<file path="src/rtl/dac_chain_pkg.sv">
package dac_chain_pkg;

  // Strobes from the sequencer to the shift datapath
  typedef struct packed {
    logic load;    // insert a new frame at the head of the chain register
    logic shift;   // advance one bit (rising serial clock)
    logic active;  // burst in progress, serial data is live
  } dpStrobe_t;

  typedef enum logic [1:0] {
    S_LOAD  = 2'd0,
    S_SHIFT = 2'd1,
    S_GAP   = 2'd2,
    S_PULSE = 2'd3
  } seqState_t;

endpackage

</file>
<file path="src/rtl/dac_chain_datapath.sv">
module dac_chain_datapath
  import dac_chain_pkg::*;
#(
  parameter int NUM_DEV = 3,
  parameter int DATA_W  = 12,
  parameter int FRAME_W = 16
) (
  input  logic              clk,
  input  logic              rstN,
  input  dpStrobe_t         strobe,
  input  logic [DATA_W-1:0] inData,
  output logic              serData
);

  localparam int TOT_BITS = NUM_DEV * FRAME_W;
  localparam int PAD_W    = FRAME_W - DATA_W;

  logic [TOT_BITS-1:0] chainReg;
  logic [TOT_BITS-1:0] loadVal;
  logic [FRAME_W-1:0]  newFrame;

  // Padding bits go out as zeros ahead of the data word
  assign newFrame = {{PAD_W{1'b0}}, inData};

  // New frames enter at the head, so the last word taken is sent first
  generate
    if (NUM_DEV == 1) begin : g_single
      assign loadVal = newFrame;
    end else begin : g_multi
      assign loadVal = {newFrame, chainReg[TOT_BITS-1:FRAME_W]};
    end
  endgenerate

  always_ff @(posedge clk or negedge rstN) begin
    if (!rstN) begin
      chainReg <= '0;
    end else if (strobe.load) begin
      chainReg <= loadVal;
    end else if (strobe.shift) begin
      chainReg <= {chainReg[TOT_BITS-2:0], 1'b0};
    end
  end

  assign serData = strobe.active & chainReg[TOT_BITS-1];

endmodule

</file>
<file path="src/rtl/dac_chain_ctrl.sv">
module dac_chain_ctrl
  import dac_chain_pkg::*;
#(
  parameter int NUM_DEV  = 3,
  parameter int FRAME_W  = 16,
  parameter int HALF_DIV = 2,
  parameter int LOAD_LEN = 8
) (
  input  logic      clk,
  input  logic      rstN,
  input  logic      inValid,
  output logic      inReady,
  output logic      busy,
  output logic      serClk,
  output logic      frameSyncN,
  output logic      loadN,
  output dpStrobe_t strobe
);

  localparam int TOT_BITS = NUM_DEV * FRAME_W;
  localparam int CNT_W    = $clog2(TOT_BITS + 1);
  localparam int WORD_W   = (NUM_DEV > 1) ? $clog2(NUM_DEV) : 1;
  localparam int DIV_W    = (HALF_DIV > 1) ? $clog2(HALF_DIV) : 1;
  localparam int PULSE_W  = (LOAD_LEN > 1) ? $clog2(LOAD_LEN) : 1;

  seqState_t          state;
  logic [WORD_W-1:0]  wordCnt;
  logic [DIV_W-1:0]   divCnt;
  logic [CNT_W-1:0]   fallCnt;
  logic [PULSE_W-1:0] pulseCnt;
  logic               sclkQ;

  logic accept, divEnd, riseNow, lastRise, lastWord, pulseEnd;

  assign inReady  = (state == S_LOAD);
  assign accept   = inValid && inReady;
  assign lastWord = (wordCnt == WORD_W'(NUM_DEV - 1));
  assign divEnd   = (divCnt == DIV_W'(HALF_DIV - 1));
  assign riseNow  = (state == S_SHIFT) && divEnd && !sclkQ;
  assign lastRise = riseNow && (fallCnt == CNT_W'(TOT_BITS));
  assign pulseEnd = (pulseCnt == PULSE_W'(LOAD_LEN - 1));

  assign strobe.load   = accept;
  assign strobe.shift  = riseNow && !lastRise;
  assign strobe.active = (state == S_SHIFT);

  assign busy       = (state != S_LOAD);
  assign frameSyncN = (state != S_SHIFT);
  assign loadN      = (state != S_PULSE);
  assign serClk     = sclkQ;

  always_ff @(posedge clk or negedge rstN) begin
    if (!rstN) begin
      state    <= S_LOAD;
      wordCnt  <= '0;
      divCnt   <= '0;
      fallCnt  <= '0;
      pulseCnt <= '0;
      sclkQ    <= 1'b1;
    end else begin
      case (state)
        S_LOAD: begin
          if (accept) begin
            if (lastWord) begin
              wordCnt <= '0;
              divCnt  <= '0;
              fallCnt <= '0;
              sclkQ   <= 1'b1;
              state   <= S_SHIFT;
            end else begin
              wordCnt <= wordCnt + 1'b1;
            end
          end
        end
        S_SHIFT: begin
          divCnt <= divEnd ? '0 : divCnt + 1'b1;
          if (divEnd) begin
            sclkQ <= !sclkQ;
            if (sclkQ) fallCnt <= fallCnt + 1'b1;
          end
          if (lastRise) state <= S_GAP;
        end
        S_GAP: begin
          pulseCnt <= '0;
          state    <= S_PULSE;
        end
        default: begin
          if (pulseEnd) state <= S_LOAD;
          else          pulseCnt <= pulseCnt + 1'b1;
        end
      endcase
    end
  end

  // Load strobe never overlaps the frame select
  p_load_outside_frame_r7: assert property (@(posedge clk) disable iff (!rstN)
    !loadN |-> frameSyncN);

  // No word is taken while a transfer is running
  p_ready_idle_r2: assert property (@(posedge clk) disable iff (!rstN)
    inReady |-> !busy);

  // Serial clock parks high outside a burst
  p_clk_park_r10: assert property (@(posedge clk) disable iff (!rstN)
    frameSyncN |-> serClk);

  // busy drops together with the end of the load pulse
  p_busy_release_r9: assert property (@(posedge clk) disable iff (!rstN)
    $rose(loadN) |-> !busy);

  // A load pulse lasts more than one cycle
  p_pulse_width_r8: assert property (@(posedge clk) disable iff (!rstN)
    $fell(loadN) |=> !loadN);

endmodule

</file>
<file path="src/rtl/dac_chain_loader.sv">
module dac_chain_loader
  import dac_chain_pkg::*;
#(
  parameter int NUM_DEV  = 3,
  parameter int DATA_W   = 12,
  parameter int FRAME_W  = 16,
  parameter int HALF_DIV = 2,
  parameter int LOAD_LEN = 8
) (
  input  logic              clk,
  input  logic              rstN,
  input  logic              inValid,
  output logic              inReady,
  input  logic [DATA_W-1:0] inData,
  output logic              busy,
  output logic              serClk,
  output logic              serData,
  output logic              frameSyncN,
  output logic              loadN
);

  localparam int TOT_BITS = NUM_DEV * FRAME_W;
  localparam int CNT_W    = $clog2(TOT_BITS + 1);

  dpStrobe_t strobe;

  dac_chain_ctrl #(
    .NUM_DEV (NUM_DEV),
    .FRAME_W (FRAME_W),
    .HALF_DIV(HALF_DIV),
    .LOAD_LEN(LOAD_LEN)
  ) u_ctrl (
    .clk       (clk),
    .rstN      (rstN),
    .inValid   (inValid),
    .inReady   (inReady),
    .busy      (busy),
    .serClk    (serClk),
    .frameSyncN(frameSyncN),
    .loadN     (loadN),
    .strobe    (strobe)
  );

  dac_chain_datapath #(
    .NUM_DEV(NUM_DEV),
    .DATA_W (DATA_W),
    .FRAME_W(FRAME_W)
  ) u_dp (
    .clk    (clk),
    .rstN   (rstN),
    .strobe (strobe),
    .inData (inData),
    .serData(serData)
  );

  // Assertion-only tally of serial clock falls inside the frame
  logic [CNT_W-1:0] fallSeen;
  logic             sclkPrev;

  always_ff @(posedge clk or negedge rstN) begin
    if (!rstN) begin
      fallSeen <= '0;
      sclkPrev <= 1'b1;
    end else begin
      sclkPrev <= serClk;
      if (frameSyncN)               fallSeen <= '0;
      else if (sclkPrev && !serClk) fallSeen <= fallSeen + 1'b1;
    end
  end

  p_burst_length_r3: assert property (@(posedge clk) disable iff (!rstN)
    $rose(frameSyncN) |-> (fallSeen == CNT_W'(TOT_BITS)));

  p_data_steady_r6: assert property (@(posedge clk) disable iff (!rstN)
    (!frameSyncN && !serClk && $past(!frameSyncN && !serClk)) |-> $stable(serData));

endmodule

</file>
<file path="config.mk">
export PLATFORM = sky130hd
export DESIGN_NAME = dac_chain_loader
export DESIGN_NICKNAME = d
export VERILOG_FILES = /design/src/rtl/dac_chain_pkg.sv /design/src/rtl/dac_chain_datapath.sv /design/src/rtl/dac_chain_ctrl.sv /design/src/rtl/dac_chain_loader.sv
export SDC_FILE = /design/constraint.sdc
export NUM_CORES = 1
export LEC_CHECK = 0
export BUFFER_PORTS_ARGS = -buffer_cell sky130_fd_sc_hd__buf_2
export CORE_ASPECT_RATIO = 0.8
export CORE_UTILIZATION = 57
export DETAILED_ROUTE_END_ITERATION = 10
export PLACE_DENSITY = 0.78
export SYNTH_ARGS = -nofsm -noshare
export SYNTH_HDL_FRONTEND = slang
export SYNTH_HIERARCHICAL = 1
export SYNTH_SLANG_ARGS = --single-unit
</file>
<file path="constraint.sdc">
create_clock -name clk -period 3.55 [get_ports clk]
set_clock_uncertainty 0.1 [all_clocks]
set_input_delay 0.1775 -clock clk [delete_from_list [all_inputs] [get_ports clk]]
set_output_delay 0.1775 -clock clk [all_outputs]
set_load 0.005 [all_outputs]
</file>
==> results of run 1 <==
worst reg2reg max path, delay by kind of cell (launching register included):
| kind | cells | cell delay (ns) |
|---|---|---|
| flip-flops | 1 | 0.40 |
| AO/OA/AOI/OAI | 2 | 0.35 |
| adder cells (fa/ha/maj) | 1 | 0.39 |
| multiplexers | 1 | 0.33 |
| AND/OR/NAND/NOR | 1 | 0.15 |
| buffers and inverters | 2 | 0.70 |
report_power, final:
group | internal, mW | switching, mW | leakage, nW
Combinational | 0.0153 | 0.0181 | 0.937
Sequential | 0.718 | 0 | 0.675
Clock | 0.323 | 0.284 | 0.0875
flip-flops by register name, summed over array words and instances (netlist names):
signal           count
u_ctrl/pulseCnt      3
u_ctrl/serClk        1
u_ctrl/state         2
u_ctrl/divCnt        1
u_dp/chainReg       48
u_ctrl/wordCnt       2
u_ctrl/fallCnt       6
worst max path at each step:
stage / start / cells after the start / slack (ns) / to
2_1_floorplan: u_ctrl/state[0] / 8 / 1.61 / u_ctrl/fallCnt[4]
3_3_place_gp: u_ctrl/state[1] / 7 / 1.12 / u_dp/chainReg[6]
3_5_place_dp: u_ctrl/state[1] / 7 / 0.99 / u_dp/chainReg[10]
4_1_cts: u_ctrl/state[1] / 7 / 1.0 / u_dp/chainReg[41]
5_1_grt: u_ctrl/state[1] / 7 / 0.81 / u_dp/chainReg[10]
6_report: u_ctrl/state[1] / 7 / 1.0 / u_dp/chainReg[41]
per-stage QoR:
stage / worst slack [ns] / instance area, sq um / instances
finish: 0.9968 / 3503 / 395
global route: 0.8066 / 3503 / 395
CTS: 0.9973 / 3503 / 395
detailed placement: 0.9948 / 3176 / 366
global placement: 1.120 / 3176 / 366
floorplan: 1.612 / 3129 / 301
synthesized netlist by cell type, drive strengths merged:
master  number
buf         10
o21ai       52
a211o        1
nand2       56
dfstp        1
and2         1
a21o         2
mux2         3
nor3         2
nand3        5
a22o         2
or2          1
ha           8
nor4         1
dfrtp       62
inv          9
and2b        1
nand4b       2
nand4        2
clkbuf      10
a21oi        4
nand2b       1
or2b         1
or4          3
mux2i       48
nand3b       1
nor2         8
a22oi        2
o211ai       2
logic make-up (layout without fill, tap and decap cells):
kind of cell,count (synthesis),after routing,share of synthesized area (%)
AO/OA/AOI/OAI,65,65,11.28
adder cells (fa/ha/maj),8,8,3.199
buffers and inverters,29,61,6.237
flip-flops,63,63,50.42
multiplexers,51,51,16.43
AND/OR/NAND/NOR,85,85,12.44
layer usage:
| metal | routed length [um] | global-route usage (%) | vias to the layer above |
|---|---|---|---|
| met3 | 156 | 6.152 | 8 |
| li1 | - | - | 1097 |
| met2 | 2485 | 33.43 | 23 |
| met5 | 0 | 0 | - |
| met1 | 2631 | 27.37 | 1027 |
| met4 | 85 | 8.898 | 0 |
what timing repair did:
| action | CTS | global route |
|---|---|---|
| endpoints found under the hold margin | 42 | 0 |
| hold buffers | 13 | 0 |
| setup buffers | 0 | 0 |
area by class of cell:
cell class	instances	area, sq um	area share [%]
sequential	63	1578	45.04
multi-input combinational	209	1364	38.93
timing repair buffer	36	252.7	7.214
tap	62	77.57	2.214
inverter	9	33.78	0.9643
clock buffer	9	123.9	3.536
clock inverter	7	73.82	2.107
==> metrics, run 1 <==
PwrDens 387.8 mW/mm^2; count of input and output buffers 20; Skew-Pair Late Insertion Delay 0.34 ns; Post-DRT Antenna Nets 0; Crit path max-delay family buffers and inverters; sequential area share after synthesis 50.42%; r2r endpoint u_dp/chainReg[41]; critical-path cell list inv_1 -> ha_1 -> o21ai_0 -> nor2_4 -> buf_4 -> mux2i_1 -> o21ai_1; Final HPWL DP 3382 um; setup TNS 0 ns; most frequent cells in the layout dfrtp_1 (62), nand2_1 (56), mux2i_1 (48); CP endpoint kind flip-flop; final period utilization 71.92%; Synth Net Count ~320; Avg Inst Size Synth 10.40 sq um; post-layout util between 60 and 70%; max-slew violations 0; DRC 0; Max H-tree Level 3; CTS clock-pin slew for the worst setup and hold paths 0.07 ns; VDD IR max about 0.33 mV; WL/cell about 14 um; Synth cell types 35; synth top area cells dfrtp_1 (50%), mux2i_1 (15%), nand2_1 (6.7%); hold_sp inValid; fin crit period 2.553 ns; Final setup viols 0; CP required ~3.7 ns; critical-path maximum fanout 48; Worst Hold Class in -> reg; largest net degree at the start of global routing 68; Power, Total 1.358 mW; CTS tree yes; nature of the critical path startpoint flip-flop; most common cell after layout, fill and taps aside dfrtp_1; Iteration-0 DRC Markers 139; arrival time at the worst endpoint 2.66 ns; vias in the first global route ~2,000; worst slew pin tran 0.7571 ns; Max stage delay on crit path 0.61 ns; Reg-to-Reg Start u_ctrl/state[1]; ant diodes 0; aggregate global-route resource usage between 20% and 30%; Max-Cap Viols 0; share of layout cells above drive strength 1 14.71%; initial antenna violation count 0; Core ar. between 0.005 and 0.006 sq mm; yosys warns 6; Fillers 375; Via Count 2,155; Layout Area Growth over Synthesis 11.96%; RSZ-0062 raised after global routing false; outcome completed; Num CTS Buffers 9; die width 84.84 um; hold path endpoint u_ctrl/wordCnt[1]; CTS max path bufs 2; initial core utilization 60.75%; Post-CTS Resized 0; worst setup path category reg -> reg; Die Span Y 68.27 um; Synth area leader dfrtp_1; FF-to-FF path depth 7; Mapped Cells about 300; first-pass GRT wire length 9011 um; io pins 21; final wirelength about 5400 um; worst hold slack 0.1317 ns; leakage 1.699 nW; Final #Nets 351; WHS Path Cells 4; root buffer cell clkbuf_8; maximum achievable frequency 391.7 MHz; worst-path cell with the longest stage delay buf_4; Yosys top cell area share 49.58%; Final Hold Viols 0; Cell Area, Synth 0.003129 sq mm; first drt pass iteration count 4; synthesized flop and latch total 63; Crit path buffers/inverters 2; Max-slew headroom 49.53%; total gr overflow 0; worst reg2reg setup slack about 1 ns; row cnt 23; Clock Sink Count 63; die area 0.005792 sq mm; GP Congestion 0.7660; post-DR vias/cell 5.456
No activity file was read; power rests on OpenSTA's default activity.
==> run 2: changes to the inputs <==
--- a/config.mk
+++ b/config.mk
@@ -7,9 +7,9 @@
 export LEC_CHECK = 0
 export BUFFER_PORTS_ARGS = -buffer_cell sky130_fd_sc_hd__buf_2
 export CORE_ASPECT_RATIO = 0.8
-export CORE_UTILIZATION = 57
+export CORE_UTILIZATION = 54
 export DETAILED_ROUTE_END_ITERATION = 10
-export PLACE_DENSITY = 0.78
+export PLACE_DENSITY = 0.77
 export SYNTH_ARGS = -nofsm -noshare
 export SYNTH_HDL_FRONTEND = slang
 export SYNTH_HIERARCHICAL = 1
==> constraint.sdc (replaced) <==
create_clock -name clk -period 2.3 [get_ports clk]
set_clock_uncertainty 0.1 [all_clocks]
set_input_delay 0.115 -clock clk [delete_from_list [all_inputs] [get_ports clk]]
set_output_delay 0.115 -clock clk [all_outputs]
set_load 0.005 [all_outputs]
==> metrics, run 2 (synthesis gave the netlist of run 1 again) <==
Layout Area Growth over Synthesis 15.11%; max FFs per register 48 (unchanged); Post-DRT Antenna Nets 0 (unchanged); Final #Nets 353 (+0.57%); VDD IR max 0.4782 mV (+43%); aggregate global-route resource usage 20.27% (-0.73 points); most frequent cells in the layout dfrtp_1 (62), nand2_1 (56), mux2i_1 (48); uppermost layer routed met4; largest net degree at the start of global routing 93 (+37%); maximum achievable frequency 477.4 MHz (+22%); critical-path maximum fanout 10 (-79%); final period utilization 91.07% (+19 points); Die Span Y 70.09 um (+2.7%); die area 0.006105 sq mm (+5.4%); Clock Sink Count 63 (unchanged); CTS tree yes; Routed met3 length 234 um (+50%); dpl cells 384 (+4.9%); worst slew pin tran 0.7738 ns (+0.01671 ns); count of input and output buffers 20 (unchanged); most common cell after layout, fill and taps aside dfrtp_1; Final Hold Viols 0 (unchanged); Largest regs u_dp/chainReg x48, u_ctrl/fallCnt x6, u_ctrl/pulseCnt x3; GP Congestion 0.7953 (+3.8%); WL/cell 13.14 um (-3.1%); initial antenna violation count 0 (unchanged); Fillers 448 (+19%); WHS Path Cells 4 (unchanged); Skew-Pair Late Insertion Delay 0.35 ns (about the same); Final setup viols 0 (unchanged); ant diodes 0 (unchanged); root buffer cell clkbuf_8; Final Non-Filler Cells 413 (+4.6%); Post-CTS Resized 0 (unchanged); DRC 0 (unchanged); Worst Hold Class in -> reg; Iteration-0 DRC Markers 132 (-5.0%); Power, Total 2.237 mW (+65%); metal2 WL 2468 um (-0.68%); worst setup path category reg -> reg; Final HPWL DP 3365 um (-0.48%); share of layout cells above drive strength 1 14.63% (-0.088 points); Core ar. 0.005525 sq mm (+7.3%); die width 87.11 um (+2.7%); postcts setup bufs 0 (unchanged); vias in the first global route 2,038 (+2.6%); post-DR vias/cell 5.230 (-4.1%); io pins 21 (unchanged); leakage 1.749 nW (+3.0%); nature of the critical path startpoint flip-flop; fin crit period 2.095 ns (-0.4585 ns); Num CTS Buffers 9 (unchanged); first drt pass iteration count 4 (unchanged); CTS Hold Bufs 13 (unchanged); initial core utilization 56.63% (-4.1 points); final wirelength 5427 um (+1.3%); Max-slew headroom 48.41% (-1.1 points); PwrDens 621.1 mW/mm^2 (+60%); Max-Cap Viols 0 (unchanged); CTS clock-pin slew for the worst setup and hold paths 0.06 ns (about the same); first-pass GRT wire length 9418 um (+4.5%); Max H-tree Level 3 (unchanged); CP required 2.48 ns (-1.18 ns); FF-to-FF path depth 6 (-1); RSZ-0062 raised after global routing false; outcome completed; Placement Cell Area 0.003248 sq mm (+2.3%); total gr overflow 0 (unchanged); row cnt 24 (+4.3%); CTS max path bufs 2 (unchanged); max-slew violations 0 (unchanged); Largest Register u_dp/chainReg; WL met1 2645 um (+0.53%); setup TNS 0 ns (unchanged); Via Count 2,160 (+0.23%); CP endpoint kind flip-flop; post-route cell area 0.003602 sq mm (+2.8%); arrival time at the worst endpoint 2.27 ns (-0.39 ns)
[run 2: per-stage QoR]
step | setup slack (ns) | hold WS (ns) | utilization [%]
after global routing | 0.07426 | 0.09191 | 65.19
after CTS | 0.2196 | 0.07074 | 65.19
after floorplan | 0.3619 | -0.2806 | -
final | 0.2053 | 0.08145 | 65.19
after detailed placement | 0.2389 | 0.2284 | 58.79
after global placement | 0.3196 | 0.2255 | 58.79
[run 2: final timing paths]
path | startpoint | to | slack [ns]
max reg2reg | u_ctrl/state[0] | u_ctrl/fallCnt[4] | 0.21
min reg2reg | u_dp/chainReg[41] | u_dp/chainReg[25] | 0.41
max | u_ctrl/state[0] | u_ctrl/fallCnt[4] | 0.21
min | inValid | u_ctrl/wordCnt[1] | 0.08
min in group asynchronous | rstN | u_ctrl/fallCnt[0] | 0.36
max in group asynchronous | rstN | u_dp/chainReg[11] | 1.22
[run 2: final cells by class]
| cell class | instances | area [sq um] | area share (%) |
|---|---|---|---|
| clock inverter | 3 | 65.06 | 1.806 |
| multi-input combinational | 209 | 1364 | 37.86 |
| timing repair buffer | 38 | 305.3 | 8.475 |
| sequential | 63 | 1578 | 43.80 |
| tap | 78 | 97.59 | 2.709 |
| inverter | 9 | 33.78 | 0.9378 |
| clock buffer | 13 | 158.9 | 4.411 |
[run 2: metal layers]
metal  track usage [%]  vias to the layer above
met5                 0                        -
met3             7.920                        8
met4             5.464                        0
met1             28.00                     1021
met2             30.01                       32
li1                  -                     1099
[run 2: worst max-delay path: stages (launching register included)]
cell	delay, ns
dfrtp_1	0.40
inv_1	0.10
ha_1	0.33
nor2_1	0.10
a211o_1	0.41
or4_1	0.50
nand3_1	0.09
[run 2: report_power, final]
group | leakage (nW) | switching [mW] | internal [mW] | total [mW]
clock | 0.114 | 0.410 | 0.668 | 1.08
combinational | 0.961 | 0.0270 | 0.0237 | 0.0507
sequential | 0.675 | 0 | 1.11 | 1.11
==> run 3: changes to the inputs <==
--- a/config.mk
+++ b/config.mk
@@ -8,6 +8,7 @@
 export BUFFER_PORTS_ARGS = -buffer_cell sky130_fd_sc_hd__buf_2
 export CORE_ASPECT_RATIO = 0.8
 export CORE_UTILIZATION = 54
+export CTS_CLUSTER_SIZE = 30
 export DETAILED_ROUTE_END_ITERATION = 10
 export PLACE_DENSITY = 0.77
 export SYNTH_ARGS = -nofsm -noshare
==> constraint.sdc (replaced) <==
create_clock -name clk -period 1.7 [get_ports clk]
set_clock_uncertainty 0.1 [all_clocks]
set_input_delay 0.085 -clock clk [delete_from_list [all_inputs] [get_ports clk]]
set_output_delay 0.085 -clock clk [all_outputs]
set_load 0.005 [all_outputs]
==> metrics, run 3 (synthesis gave the netlist of run 1 again) <==
violated checks setup timing; critical-path cell list inv_1 -> ha_1 -> nand4b_1 -> o21ai_4 -> nor2_4 -> buf_12 -> clkbuf_16 -> mux2i_1 -> o21ai_1; aggregate global-route resource usage 23.18% (+2.9 points); met1 Usage GRT 29.62% (+1.6 points); root buffer cell clkbuf_8; Largest regs u_dp/chainReg x48, u_ctrl/fallCnt x6, u_ctrl/pulseCnt x3; most common cell after layout, fill and taps aside dfrtp_1; Final Hold Viols 0 (unchanged); worst setup path category reg -> reg; PwrDens 714.7 mW/mm^2 (+15%); Iteration-0 DRC Markers 168 (+27%); Core ar. 0.005525 sq mm (unchanged); Top Usage Layer GRT met2; CTS max path bufs 2 (unchanged); Layout Area Growth over Synthesis 27.63%; CP endpoint kind flip-flop; Final Worst Setup Slack -0.2067 ns (-0.4120 ns); share of layout cells above drive strength 1 27.22% (+13 points); post-DR vias/cell 5.578 (+6.6%); RSZ-0062 raised after global routing true; WL/cell 16.93 um (+29%); CP required 1.83 ns (-0.65 ns); Worst Hold Class in -> reg; outcome finished with violations; total gr overflow 0 (unchanged); initial antenna violation count 0 (unchanged); fin crit period 1.907 ns (-0.1880 ns); hold_sp inValid; Fillers 360 (-20%); final period utilization 112.2% (+21 points); final wirelength 7417 um (+37%); row cnt 24 (unchanged); Num CTS Buffers 9 (unchanged); GP Congestion 0.8008 (+0.69%); worst slew pin tran 0.4969 ns (-0.2769 ns); Final #Nets 378 (+7.1%); nature of the critical path startpoint flip-flop; largest net degree at the start of global routing 43 (-54%); Max-slew headroom 66.88% (+18 points); leakage 1.903 nW (+8.8%); die area 0.006105 sq mm (unchanged); Max-Cap Viols 0 (unchanged); Max H-tree Level 3 (unchanged); post-route cell area 0.003994 sq mm (+11%); die width 87.11 um (unchanged); arrival time at the worst endpoint 2.04 ns (-0.23 ns); CTS tree yes; CTS clock-pin slew for the worst setup and hold paths 0.06 ns (about the same); first-pass GRT wire length 10,580 um (+12%); critical-path maximum fanout 7 (-3); max-slew violations 0 (unchanged); initial core utilization 56.63% (unchanged); Placement Cell Area 0.003411 sq mm (+5.0%); post-layout util 72.28% (+7.1 points); first drt pass iteration count 4 (unchanged); most frequent cells in the layout dfrtp_1 (62), nand2_1 (55), o21ai_1 (45); Clock Sink Count 63 (unchanged); GRT met3 Usage 5.910% (-2.0 points); io pins 21 (unchanged); met2 GRT Util 37.45% (+7.4 points); Skew-Pair Late Insertion Delay 0.35 ns (about the same); Via Count 2,443 (+13%); CP Launch Point u_ctrl/fallCnt[0]; Final setup viols 56 (+56); ant diodes 0 (unchanged); VDD IR max 0.5787 mV (+21%); Post-DRT Antenna Nets 0 (unchanged); Largest Register u_dp/chainReg; Final HPWL DP 3974 um (+18%); worst-path cell with the longest stage delay dfrtp_1; Die Span Y 70.09 um (unchanged); pre-CTS WS -0.1643 ns (-0.4032 ns); Reg-to-Reg Start u_ctrl/fallCnt[0]; vias in the first global route 2,239 (+9.9%); max FFs per register 48 (unchanged); DRC 0 (unchanged); Max stage delay on crit path 0.38 ns (-0.12 ns); maximum achievable frequency 524.5 MHz (+9.9%); count of input and output buffers 20 (unchanged)
## run 3: cell types whose count changed in the layout (fill, tap and decap cells not counted), moves of 4 or more
cell	delta
buf_12	+4
buf_4	+17
mux2i_1	-5
o21ai_0	-31
o21ai_1	+30
## run 3: where the power goes
part	total [mW]	switching (mW)	leakage (nW)	internal, mW
Combinational	0.0729	0.0391	1.13	0.0337
Clock	1.28	0.572	0.100	0.710
Sequential	1.50	0	0.675	1.50
## run 3: path summary, 6_finish.rpt
kind,slack (ns),cells after the start,endpoint
worst max-delay path,-0.21,9,u_dp/chainReg[19]
worst min-delay path,0.03,4,u_ctrl/wordCnt[1]
worst max register to register,-0.21,9,u_dp/chainReg[19]
worst min register to register,0.41,2,u_dp/chainReg[24]
max in group asynchronous,0.91,3,u_dp/chainReg[33]
min in group asynchronous,0.17,3,u_ctrl/divCnt
## run 3: final cells by class
class | instances | area [sq um] | share of cell area (%)
Multi-Input combinational cell | 209 | 1509 | 37.78
Timing Repair Buffer | 63 | 585.6 | 14.66
Sequential cell | 63 | 1578 | 39.50
Inverter | 9 | 33.78 | 0.8459
Tap cell | 78 | 97.59 | 2.444
Clock inverter | 4 | 45.04 | 1.128
Clock buffer | 12 | 145.1 | 3.634
## run 3: metrics by stage
stage          instances  power, mW  setup TNS [ns]  hold WS [ns]
2_1_floorplan        301      1.527          -2.271       -0.3106
6_report             438      2.854          -5.888       0.03174
3_3_place_gp         402      1.577         -0.3863     -0.004284
4_1_cts              434      2.867          -1.805       0.07146
3_5_place_dp         402      1.578          -1.013      0.006236
5_1_grt              438      2.942          -9.638       0.03927
## run 3: layer usage
| layer | vias up | wire length [um] | share of wire, % |
|---|---|---|---|
| li1 | 1163 | - | - |
| met1 | 1192 | 3137 | 42 |
| met2 | 66 | 3804 | 51 |
| met3 | 22 | 306 | 4.1 |
| met4 | 0 | 168 | 2.3 |
| met5 | - | 0 | 0 |
## run 3: critical path, delay by kind of cell (launching register included)
kind            cells  cell delay [ns]
flops               1             0.38
buf+inv             3             0.36
compound gates      2             0.30
simple gates        2             0.24
mux                 1             0.23
fa+ha+maj           1             0.17
## run 3: repair_timing
item                                   CTS  global route
cloned                                   0             3
buffers inserted                         3             1
pin swaps                                1             5
endpoints found under the hold margin   75             0
gates resized for setup                 31            32
setup endpoints to repair               38            62
hold buffers                            13             0
